<file path="src/rtl/sbus_pkg.sv">
`timescale 1ns/1ps
package sbus_pkg;

    localparam int ADDR_W   = 8;
    localparam int DATA_W   = 16;
    localparam int MAX_BITS = ADDR_W + DATA_W;
    localparam int CNT_W    = $clog2(MAX_BITS + 1);

    typedef enum logic [2:0] {
        K_W0  = 3'd0,
        K_W8  = 3'd1,
        K_W16 = 3'd2,
        K_R8  = 3'd3,
        K_R16 = 3'd4
    } kind_e;

    typedef struct packed {
        logic cs_n;
        logic sclk;
        logic din;
    } pins_t;

    function automatic kind_e classify(input logic [ADDR_W-1:0] a);
        case (a[ADDR_W-1 -: 2])
            2'b00:   return K_W0;
            2'b01:   return K_W8;
            2'b10:   return K_W16;
            default: return a[0] ? K_R16 : K_R8;
        endcase
    endfunction

    function automatic logic [CNT_W-1:0] bits_needed(input kind_e k);
        case (k)
            K_W8:    return CNT_W'(ADDR_W + 8);
            K_W16:   return CNT_W'(ADDR_W + 16);
            default: return CNT_W'(ADDR_W);
        endcase
    endfunction

    function automatic logic is_write(input kind_e k);
        return (k == K_W0) || (k == K_W8) || (k == K_W16);
    endfunction

endpackage

</file>
<file path="src/rtl/sbus_sync.sv">
`timescale 1ns/1ps
module sbus_sync #(
    parameter int          W       = 3,
    parameter logic [W-1:0] RST_VAL = '0
) (
    input  logic         clk,
    input  logic         rst,
    input  logic [W-1:0] async_i,
    output logic [W-1:0] sync_o,
    output logic [W-1:0] rise_o,
    output logic [W-1:0] fall_o
);
    logic [W-1:0] meta_q;
    logic [W-1:0] sync_q;
    logic [W-1:0] prev_q;

    for (genvar i = 0; i < W; i++) begin : g_bit
        always_ff @(posedge clk) begin
            if (rst) begin
                meta_q[i] <= RST_VAL[i];
                sync_q[i] <= RST_VAL[i];
                prev_q[i] <= RST_VAL[i];
            end else begin
                meta_q[i] <= async_i[i];
                sync_q[i] <= meta_q[i];
                prev_q[i] <= sync_q[i];
            end
        end
        assign rise_o[i] = sync_q[i] & ~prev_q[i];
        assign fall_o[i] = ~sync_q[i] & prev_q[i];
    end

    assign sync_o = sync_q;

endmodule

</file>
<file path="src/rtl/sbus_rx.sv">
`timescale 1ns/1ps
module sbus_rx
    import sbus_pkg::*;
#(
    parameter int AW = ADDR_W,
    parameter int DW = DATA_W
) (
    input  logic          clk,
    input  logic          rst,
    input  logic          cs_s,
    input  logic          cs_rise,
    input  logic          sclk_rise,
    input  logic          din_s,
    output logic          wr_o,
    output logic          rd_o,
    output logic [AW-1:0] addr_o,
    output logic [DW-1:0] wdata_o,
    output kind_e         kind_o
);
    localparam int SH_W = AW + DW;

    logic [CNT_W-1:0] cnt_q;
    logic [SH_W-1:0]  sh_q;
    logic             have_cmd_q;
    kind_e            kind_q;
    logic [CNT_W-1:0] limit;
    logic [AW-1:0]    next_addr;
    kind_e            next_kind;

    assign limit     = have_cmd_q ? bits_needed(kind_q) : CNT_W'(AW);
    assign next_addr = {sh_q[AW-2:0], din_s};
    assign next_kind = classify(next_addr);

    always_ff @(posedge clk) begin
        if (rst) begin
            cnt_q      <= '0;
            sh_q       <= '0;
            have_cmd_q <= 1'b0;
            kind_q     <= K_W0;
            wr_o       <= 1'b0;
            rd_o       <= 1'b0;
            addr_o     <= '0;
            wdata_o    <= '0;
        end else begin
            wr_o <= 1'b0;
            rd_o <= 1'b0;
            if (cs_s) begin
                cnt_q      <= '0;
                have_cmd_q <= 1'b0;
                if (cs_rise && have_cmd_q && is_write(kind_q)
                    && cnt_q == bits_needed(kind_q)) begin
                    wr_o <= 1'b1;
                    case (kind_q)
                        K_W8:    wdata_o <= {{(DW-8){1'b0}}, sh_q[7:0]};
                        K_W16:   wdata_o <= sh_q[DW-1:0];
                        default: wdata_o <= '0;
                    endcase
                end
            end else if (sclk_rise && cnt_q < limit) begin
                sh_q  <= {sh_q[SH_W-2:0], din_s};
                cnt_q <= cnt_q + 1'b1;
                if (cnt_q == CNT_W'(AW - 1)) begin
                    addr_o     <= next_addr;
                    kind_q     <= next_kind;
                    have_cmd_q <= 1'b1;
                    rd_o       <= ~is_write(next_kind);
                end
            end
        end
    end

    assign kind_o = kind_q;

    assert_cnt_bound_R9: assert property (@(posedge clk) disable iff (rst)
        cnt_q <= CNT_W'(SH_W));

    assert_wr_single_R2: assert property (@(posedge clk) disable iff (rst)
        wr_o |=> !wr_o);

    assert_wr_rd_excl_R8: assert property (@(posedge clk) disable iff (rst)
        !(wr_o && rd_o));

endmodule

</file>
<file path="src/rtl/sbus_tx.sv">
`timescale 1ns/1ps
module sbus_tx
    import sbus_pkg::*;
#(
    parameter int DW = DATA_W
) (
    input  logic          clk,
    input  logic          rst,
    input  logic          cs_s,
    input  logic          sclk_fall,
    input  logic          load_i,
    input  kind_e         kind_i,
    input  logic [DW-1:0] rdata_i,
    output logic          reply_o,
    output logic          oe_o
);
    logic [DW-1:0] tx_q;
    logic          active_q;
    logic          seen_low_q;

    always_ff @(posedge clk) begin
        if (rst || cs_s) begin
            tx_q       <= '0;
            active_q   <= 1'b0;
            seen_low_q <= 1'b0;
            reply_o    <= 1'b0;
            oe_o       <= 1'b0;
        end else begin
            oe_o <= seen_low_q;
            if (load_i) begin
                tx_q     <= (kind_i == K_R16) ? rdata_i : {rdata_i[7:0], {(DW-8){1'b0}}};
                active_q <= 1'b1;
            end else if (sclk_fall) begin
                seen_low_q <= 1'b1;
                if (active_q) begin
                    reply_o <= tx_q[DW-1];
                    tx_q    <= {tx_q[DW-2:0], 1'b0};
                end
            end
        end
    end

    assert_oe_off_R7: assert property (@(posedge clk) disable iff (rst)
        $rose(cs_s) |=> !oe_o);

    assert_reply_on_fall_R5: assert property (@(posedge clk) disable iff (rst)
        !$stable(reply_o) |-> ($past(sclk_fall) || $past(cs_s)));

endmodule

</file>
<file path="src/rtl/sbus_periph.sv">
`timescale 1ns/1ps
module sbus_periph
    import sbus_pkg::*;
(
    input  logic              clk,
    input  logic              rst,
    input  logic              cs_n_i,
    input  logic              sclk_i,
    input  logic              cmd_i,
    output logic              reply_o,
    output logic              reply_oe_o,
    output logic              reg_wr_o,
    output logic              reg_rd_o,
    output logic [ADDR_W-1:0] reg_addr_o,
    output logic [DATA_W-1:0] reg_wdata_o,
    input  logic [DATA_W-1:0] reg_rdata_i
);
    pins_t raw, syn, rise, fall;
    kind_e kind;

    assign raw = '{cs_n: cs_n_i, sclk: sclk_i, din: cmd_i};

    sbus_sync #(.W(3), .RST_VAL(3'b100)) u_sync (
        .clk     (clk),
        .rst     (rst),
        .async_i (raw),
        .sync_o  (syn),
        .rise_o  (rise),
        .fall_o  (fall)
    );

    sbus_rx #(.AW(ADDR_W), .DW(DATA_W)) u_rx (
        .clk       (clk),
        .rst       (rst),
        .cs_s      (syn.cs_n),
        .cs_rise   (rise.cs_n),
        .sclk_rise (rise.sclk),
        .din_s     (syn.din),
        .wr_o      (reg_wr_o),
        .rd_o      (reg_rd_o),
        .addr_o    (reg_addr_o),
        .wdata_o   (reg_wdata_o),
        .kind_o    (kind)
    );

    sbus_tx #(.DW(DATA_W)) u_tx (
        .clk       (clk),
        .rst       (rst),
        .cs_s      (syn.cs_n),
        .sclk_fall (fall.sclk),
        .load_i    (reg_rd_o),
        .kind_i    (kind),
        .rdata_i   (reg_rdata_i),
        .reply_o   (reply_o),
        .oe_o      (reply_oe_o)
    );

    assert_wr_after_release_R2: assert property (@(posedge clk) disable iff (rst)
        reg_wr_o |-> syn.cs_n);

    assert_rd_in_txn_R8: assert property (@(posedge clk) disable iff (rst)
        reg_rd_o |-> !syn.cs_n);

endmodule

</file>
<file path="config.mk">
export PLATFORM = sky130hd
export DESIGN_NAME = sbus_periph
export DESIGN_NICKNAME = d
export VERILOG_FILES = /design/src/rtl/sbus_pkg.sv /design/src/rtl/sbus_sync.sv /design/src/rtl/sbus_rx.sv /design/src/rtl/sbus_tx.sv /design/src/rtl/sbus_periph.sv
export SDC_FILE = /design/constraint.sdc
export NUM_CORES = 1
export LEC_CHECK = 0
export BUFFER_PORTS_ARGS = -buffer_cell sky130_fd_sc_hd__buf_2
export CORE_ASPECT_RATIO = 0.6
export CORE_MARGIN = 2
export CORE_UTILIZATION = 56
export CTS_CLUSTER_DIAMETER = 120
export DETAILED_ROUTE_END_ITERATION = 10
export GPL_ROUTABILITY_DRIVEN = 0
export PLACE_DENSITY = 0.78
export SYNTH_ARGS = -nofsm -noshare
export SYNTH_HDL_FRONTEND = slang
export SYNTH_SLANG_ARGS = --single-unit
</file>
<file path="constraint.sdc">
create_clock -name clk -period 2.9 [get_ports clk]
set_input_delay 0.145 -clock clk [delete_from_list [all_inputs] [get_ports clk]]
set_output_delay 0.145 -clock clk [all_outputs]
set_load 0.02 [all_outputs]
</file>
After elaboration in Yosys (flattened, before gate mapping)
Cells that the tools add are included. W data, S select, Z words.

Register bits after elaboration: 79. Output and inout port bits: 28. Logic and storage cells: 79. Input port bits: 21.

Reductions and logical operators: 24. Bitwise operators: 11. Mux-type cells: 12. Order comparisons: 1. Equal/unequal tests: 9. $add $sub $neg: 1.

Operators by type and width (count): $mux W16 (4); $pmux W16 S2 (1); $mux W5 (3); $pmux W5 S2 (1); $reduce_and A2 Y1 (5); $pmux W3 S3 (1); $not A1 Y1 (8); $eq A3 B1 Y1 const B (2); $eq A3 B2 Y1 const B (2); $logic_not A3 Y1 (2); $reduce_and A3 Y1 (2); $add A5 B1 Y5 const B (1); $eq A5 B3 Y1 const B (1); $eq A5 B5 Y1 (1); $logic_or A1 B1 Y1 (5); $lt A5 B5 Y1 (1); $logic_and A1 B1 Y1 (4); $reduce_bool A2 Y1 (2); $reduce_or A2 Y1 (2); $reduce_or A4 Y1 (1); $and A1 B1 Y1 (3); $eq A3 B3 Y1 const B (1); $mux W3 (1); $eq A2 B1 Y1 const B (1); 3 further kinds (3).

Longest topological paths before layout
Gate-level depths: netlist of the first run.

Depth after elaboration: 7. Gate-level depth with buffers: 10. Gate-level depth less buffers: 8.

Cells and area by module
A second synthesis of the first run with hierarchy kept.

Cell total of the unflattened synthesis: 320. Area total of the unflattened synthesis: 3329.4 µm².

Modules (own cells, without submodules): sbus_rx (instances 1, sequential area each 1021.0 µm², area an instance 2058.2 µm², cells an instance 190); sbus_tx (instances 1, sequential area each 400.4 µm², area an instance 997.2 µm², cells an instance 106); sbus_sync (instances 1, sequential area each 180.2 µm², area an instance 274.0 µm², cells an instance 24).

Least setup slack after synthesis of the first run
OpenSTA, ideal clock, no wires.

Path type: register to register. Start point: reg u_rx.kind_q[1] (netlist: u_rx.kind_o[1]). End point: reg u_rx.cnt_q[4]. Setup slack: 0.639 ns. Clock period less this slack: 2.261 ns. Arrival time: 2.190 ns. Required time: 2.830 ns. Cell stages (with the launch flop): 11. Path through: dfxtp_1 -> buf_2 -> xnor2_1 -> nor2_1 -> nand2_1 -> ha_1 -> or3b_4 -> a211o_1 -> buf_6 -> or3_1 -> a21oi_1.

Longest elaborated chain between the ends: 5. Elaborated cells on any way between the ends: 6. Those cells by class: order compare: 1; eq/ne: 2; mux: 2; reduce/logical: 1.

Ends and longest elaborated chain: from (decl) (line sbus_rx.sv:25) `kind_e kind_q;`; from (signal assigned) (line sbus_rx.sv:64) `kind_q <= next_kind;`; $eq A3 B2 Y1 / $eq A3 B1 Y1 (equally long branches) (line sbus_pkg.sv:33) `case (k)`; $pmux W5 S2 * (line sbus_pkg.sv:33); $mux W5 * (line sbus_rx.sv:30) `assign limit = have_cmd_q ? bits_needed(kind_q) : CNT_W'(AW);`; $lt A5 B5 Y1 * (line sbus_rx.sv:59) `end else if (sclk_rise && cnt_q < limit) begin`; $logic_and A1 B1 Y1 * (line sbus_rx.sv:59); to (signal assigned) (line sbus_rx.sv:61) `cnt_q <= cnt_q + 1'b1;`; to (decl) (line sbus_rx.sv:22) `logic [CNT_W-1:0] cnt_q;`.

Mark *: on every way between the ends. The rest lies on a longest branch, timed or not. A chain may end at the register's enable or synchronous reset.

Worst setup path in the final report of the first run
Start point: reg u_rx.kind_q[1] (netlist: u_rx.kind_o[1]). End point: reg u_rx.addr_o[0].

Longest elaborated chain between the ends: 6. Elaborated cells on any way between the ends: 7. Those cells by class: order compare: 1; eq/ne: 2; mux: 2; reduce/logical: 2.

Ends and longest elaborated chain: $eq A3 B2 Y1 / $eq A3 B1 Y1 (equally long branches) (line sbus_pkg.sv:33); $pmux W5 S2 * (line sbus_pkg.sv:33); $mux W5 * (line sbus_rx.sv:30); $lt A5 B5 Y1 * (line sbus_rx.sv:59); $logic_and A1 B1 Y1 * (line sbus_rx.sv:59); $reduce_and A3 Y1 (no source line) *; to (signal assigned) (line sbus_rx.sv:63) `addr_o <= next_addr;`; to (decl) (line sbus_rx.sv:16) `output logic [AW-1:0] addr_o,`.

Marks and branches as above.

==> results of run 1 <==
-- sequential cells by signal, summed over array words and instances (netlist names), 2 cells and up --
register,flops
u_rx.kind_o,3
u_sync.meta_q,3
u_rx.addr_o,8
u_sync.prev_q,2
u_rx.cnt_q,5
u_sync.sync_o,3
u_rx.sh_q,16
u_rx.wdata_o,16
u_tx.tx_q,16
-- where the power goes --
group	internal [mW]	leakage, nW	switching [mW]	total (mW)
sequential	1.09	0.638	0.00227	1.09
clock	0.399	0.103	0.406	0.805
combinational	0.0229	0.731	0.0439	0.0668
-- per-stage QoR --
step / area, um^2 / utilization, % / hold slack, ps / power [mW] / cells
6_report: 3850 / 67.8 / 25.1 / 1.96 / 482
2_1_floorplan: 3340 / - / 249 / 1.15 / 356
3_5_place_dp: 3630 / 64.0 / 341 / 1.18 / 464
4_1_cts: 3850 / 67.8 / 22.6 / 1.97 / 482
3_3_place_gp: 3630 / 64.0 / 338 / 1.18 / 464
5_1_grt: 3850 / 67.8 / 45.4 / 2.03 / 482
-- metal layers --
| layer | GRT usage (%) | routed length, um | vias to the layer above |
|---|---|---|---|
| li1 | - | - | 1369 |
| met1 | 32.7 | 3670 | 1315 |
| met2 | 36.5 | 3350 | 79 |
| met3 | 6.84 | 436 | 17 |
| met4 | 8.95 | 125 | 0 |
| met5 | 0 | 0 | - |
-- area by class of cell --
class	instances	area, um^2	share of cell area [%]
sequential	79	1580	41.1
multi-input combinational	232	1580	41.1
timing repair buffer	60	335	8.71
clock buffer	9	124	3.22
tap	80	100	2.60
clock inverter	7	71.3	1.85
inverter	15	56.3	1.46
-- worst max-delay path: cells and delay by family (launching register included) --
family / cells / cell delay (ps)
buffers and inverters: 1 / 270
XOR/XNOR: 1 / 100
adder cells (fa/ha/maj): 1 / 180
flip-flops: 1 / 550
AO/OA/AOI/OAI: 2 / 600
AND/OR/NAND/NOR: 4 / 900
-- cells by family after synthesis --
family	synth area share, %
and+or+nand+nor	15.5
buffers and inverters	5.57
DFF	47.3
adders and majority gates	1.12
xor gates and xnor gates	0.524
AOI/OAI and AO/OA	21.8
muxes	8.19
-- worst max-delay path by stage --
stage	start	end	slack, ps	cells after the start
final	u_rx.kind_o[1]$_SDFFE_PP0P_	u_rx.addr_o[0]$_SDFFE_PP0P_	250	9
after global routing	u_rx.kind_o[1]$_SDFFE_PP0P_	u_rx.addr_o[6]$_SDFFE_PP0P_	50	9
after CTS	u_rx.kind_o[1]$_SDFFE_PP0P_	u_rx.addr_o[5]$_SDFFE_PP0P_	270	9
after detailed placement	u_rx.kind_o[1]$_SDFFE_PP0P_	u_rx.addr_o[6]$_SDFFE_PP0P_	290	9
after global placement	u_rx.kind_o[1]$_SDFFE_PP0P_	u_rx.addr_o[6]$_SDFFE_PP0P_	400	9
after floorplan	u_rx.kind_o[1]$_SDFFE_PP0P_	u_rx.cnt_q[4]$_SDFFE_PP0P_	640	10
-- repair_timing --
action,in CTS,in global routing
hold endpoints to repair,2,0
buffers inserted,0,0
hold buffers,2,0
-- cells in the final DEF (no fill, tap or decap), drive strengths merged, types with 4 or more instances in the layout --
master   instances
dfxtp           79
buf             58
a21oi           38
nand3           21
o21ai           21
a211oi          19
nor2            16
nor2b           16
inv             16
mux2i           15
mux2            11
nand2            9
clkbuf           9
a32o             8
o2bb2ai          8
nand4            7
o31ai            7
clkinv           5
or3              4
==> results.toml, run 1 <==
[outcome]
status = "complete, no violations"

[finish]
nFillCells = 479
drive_above_1_share_pct = 23.9
syn_to_final_growth_pct = 15.1
n_antenna_cell = 0
fin_nets = 421

[timing]
fin_crit_ps = 2650
final_max_slew_viol_count = 0
grt_setup_unrepaired = "no"
setup_tns_ps = 0
final_hold_viol_count = 0
worstMarginPinSlew_ps = 723
finalClockSkew_ps = 10.6
setup_slack_ps = 247
setup_violations = 0
slew_headroom_pct = 51.8
fin_crit_sh_pct = 91.5
fmax_mhz = 377

[setup_path]
cp.required_ps = 3200
critPathCaptureType = "flop"
crit_fanout = 16
reg2reg_depth = 9
cp_data_arrival_time_ps = 2950
r2r-end = "u_rx.addr_o[0]$_SDFFE_PP0P_"
critical_path.max_stage_delay_ps = 550
reg2reg_slack_ps = 250
critPathLaunchType = "flop"
path_cells = "xnor2_1 > nor2_1 > nand2_1 > ha_1 > or3b_4 > a211o_1 > buf_4 > nor4_1 > a31o_2"
path_class = "flop to flop"
r2r_start = "u_rx.kind_o[1]$_SDFFE_PP0P_"
crit_path_top_delay_cell = "dfxtp_1"

[grt]
grt_pass1_wl_um = 12600
grt_max_degree = 28
first_global_vias = 2586
gr-total-overflow = 0
grt_usage_pct = 24.0
antenna_found_initial = 0

[detailed_routing]
drt-wirelength-per-cell_um = 15.7
via_count = 2780
drtPass1Iterations = 4
routed_wl_um = 7580
vias_per_cell = 5.77
final_antenna_net_count = 0
drt_iter0_markers = 243
drc = 0

[power_and_ir_drop]
peakVddDrop_v = 0.000346
power.leakage_nw = 1.47
powerDensity_nw_per_um2 = 510

[synth]
synth.area.top_cells = "dfxtp_1, a21oi_1, mux2i_1"
synth_seq_cells = 79
yosys.area.top_type = "dfxtp_1"
post_synth.cell_area_avg_um2 = 9.39
synth-async-reset-ratio_pct = 0
synthFlopType = "dfxtp_1"
yosysSeqAreaShare_pct = 47.3
synth_cell_types = 47
synth_edf_count = 0
synth_top_area_share_pct = 47.3
syn_area_um2 = 3340
syn-num-nets = 380
yosysWarnings = 0
synth_commonest_cells = "dfxtp_1, a21oi_1, nand3_1, o21ai_0, a211oi_1"
syn_inst = 356
yosysMostFrequentCell = "dfxtp_1"

[placed_design]
pre_cts_slack_ps = 289
place_hpwl_um = 5200
portBuffers = 48

[min_path]
whs_path_depth = 2
hp-start = "sclk_i"
hp-class = "input pin to flop"
min_to = "u_sync.meta_q[1]$_SDFF_PP0_"

[clocking]
cts_tree = "built"
cts_root_buf = "clkbuf_8"
cts_resized = 0
h-tree-depth = 3
cts_buffers = 9
cts.clk_slew.worst_paths_ps = 80
clockBufferDepth = 2
clkSinkCount = 79
insertion_delay_ps = 350

[die]
chipWidth_um = 104
die_height_um = 63.9
die-area_um2 = 6630
core_area_um2 = 5680
placementRows = 21
initial_utilization_pct = 58.9
pin_count = 49

[job]
maxCapViolations = 0
(Power assumes the default switching activity.)
==> run 2, diff against run 1 <==
- BUFFER_PORTS_ARGS: -buffer_cell sky130_fd_sc_hd__buf_2 -> -buffer_cell sky130_fd_sc_hd__buf_4
- CTS_CLUSTER_DIAMETER: 120 -> default
==> results.toml, run 2 (synthesis gave the netlist of run 1 again) <==
[outcome]
status = "complete, no violations"

[finish]
finish.utilization_pct = 71.0
design_area_um2 = 4030
layout_commonest_cell = "dfxtp_1"
drive_above_1_share_pct = 23.6
syn_to_final_growth_pct = 20.5
final_cells = 482
final_cell_mix = "dfxtp_1, buf_4, a21oi_1, nand3_1, o21ai_0"
n_antenna_cell = 0
fin_nets = 421
top_regs = "u_rx.sh_q x16, u_rx.wdata_o x16, u_tx.tx_q x16"

[timing]
fin_crit_sh_pct = 84.2
grt_setup_unrepaired = "no"
final_max_slew_viol_count = 0
slew_headroom_pct = 34.7
fin_crit_ps = 2440
finalClockSkew_ps = 9.58
timing.hold.ws_ps = 127
worstMarginPinSlew_ps = 977
setup_violations = 0
final_hold_viol_count = 0
fmax_mhz = 409
setup_tns_ps = 0
setup_slack_ps = 457

[setup_path]
cp_top_family = "compound AO/OA/AOI/OAI gates"
cp_data_arrival_time_ps = 2670
path_class = "flop to flop"
path_cells = "xnor2_1 > nor2_1 > nand2_1 > ha_1 > or3b_4 > a211o_1 > buf_12 > o31ai_1 > a21oi_1"
crit_fanout = 16
critPathLaunchType = "flop"
critPathCaptureType = "flop"
critical_path.max_stage_delay_ps = 500
cp.required_ps = 3130
crit_path_top_delay_cell = "a211o_1"
worst-path-buf-inv = 1

[clocking]
postCtsSetupBuffers = 0
clkSinkCount = 79
cts_resized = 0
h-tree-depth = 3
cts_buffers = 9
insertion_delay_ps = 360
cts_tree = "built"
clockBufferDepth = 2
cts_root_buf = "clkbuf_8"
cts.clk_slew.worst_paths_ps = 80
cts_hold_buf = 3

[die]
initial_utilization_pct = 58.9
die-area_um2 = 6630
die_height_um = 63.9
chipWidth_um = 104
pin_count = 49
core_area_um2 = 5680
placementRows = 21

[detailed_routing]
drt-wirelength-per-cell_um = 16.0
drtPass1Iterations = 4
vias_per_cell = 5.78
drt_iter0_markers = 108
routed_wl_um = 7700
final_antenna_net_count = 0
drc = 0
via_count = 2788

[min_path]
hp-class = "input pin to flop"

[grt]
grt_max_degree = 48
grt_usage_pct = 24.8
gr-total-overflow = 0
antenna_found_initial = 0
grt_pass1_wl_um = 12900
first_global_vias = 2677

[placed_design]
placed_area_um2 = 3760
dp.cells = 463
portBuffers = 48
pre_cts_slack_ps = 506
place_hpwl_um = 5230

[power_and_ir_drop]
pwr-share-comb_pct = 3.6
switching_share_pct = 20.9
totalPowerFinal_mw = 2.12
power.leakage_nw = 1.51
net-switching-power_mw = 0.442
powerDensity_nw_per_um2 = 526
power_frac_clock_pct = 44.9
peakVddDrop_v = 0.000342
seqPwrFrac_pct = 51.5
p_int_mw = 1.68

[job]
maxCapViolations = 0
==> run 2: cell types whose count changed in the layout (fill, tap and decap cells not counted), sizes merged <==
cell and delta:
buf -1, bufinv +1, clkbuf +3, clkinv -4, clkinvlp +1, dlygate4sd3 +1, inv -1
==> run 2: power groups by stage <==
stage / Combinational [mW] / Clock (mW) / Sequential (mW)
after floorplan: 0.0386 / 0 / 1.12
after global placement: 0.0701 / 0 / 1.12
after detailed placement: 0.0722 / 0 / 1.12
after CTS: 0.0756 / 0.970 / 1.09
after global routing: 0.0840 / 1.01 / 1.09
final: 0.0765 / 0.951 / 1.09
==> run 2: worst register-to-register path: stages (launching register included) <==
cell	delay [ps]
dfxtp_1	330
xnor2_1	120
nor2_1	140
nand2_1	80
ha_1	170
or3b_4	390
a211o_1	500
buf_12	250
o31ai_1	230
a21oi_1	110
==> run 2: worst paths after layout <==
check	startpoint	to	slack, ps	cells past startpoint
setup reg to reg	u_rx.kind_o[0]$_SDFFE_PP0P_	u_rx.addr_o[6]$_SDFFE_PP0P_	460	9
hold / removal	reg_rdata_i[7]	u_tx.tx_q[7]$_SDFFE_PP0P_	130	3
hold reg to reg	u_sync.meta_q[2]$_SDFF_PP1_	u_sync.sync_o[2]$_SDFF_PP1_	410	1
setup / recovery	u_rx.kind_o[0]$_SDFFE_PP0P_	u_rx.addr_o[6]$_SDFFE_PP0P_	460	9
==> run 2: final cells by class <==
type	instances	area, um^2
clock buffer	12	165
timing repair buffer	60	470
fill	441	1640
multi-input combinational	232	1580
inverter	15	56.3
tap	80	100
clock inverter	4	76.3
sequential	79	1580
==> run 2: metal layers <==
layer | share of wire [%] | global-route usage, % | wire length, um
met1 | 49 | 33.9 | 3800
met2 | 44 | 37.3 | 3360
met3 | 5.8 | 7.55 | 446
met4 | 1.2 | 8.61 | 94
met5 | 0 | 0 | 0
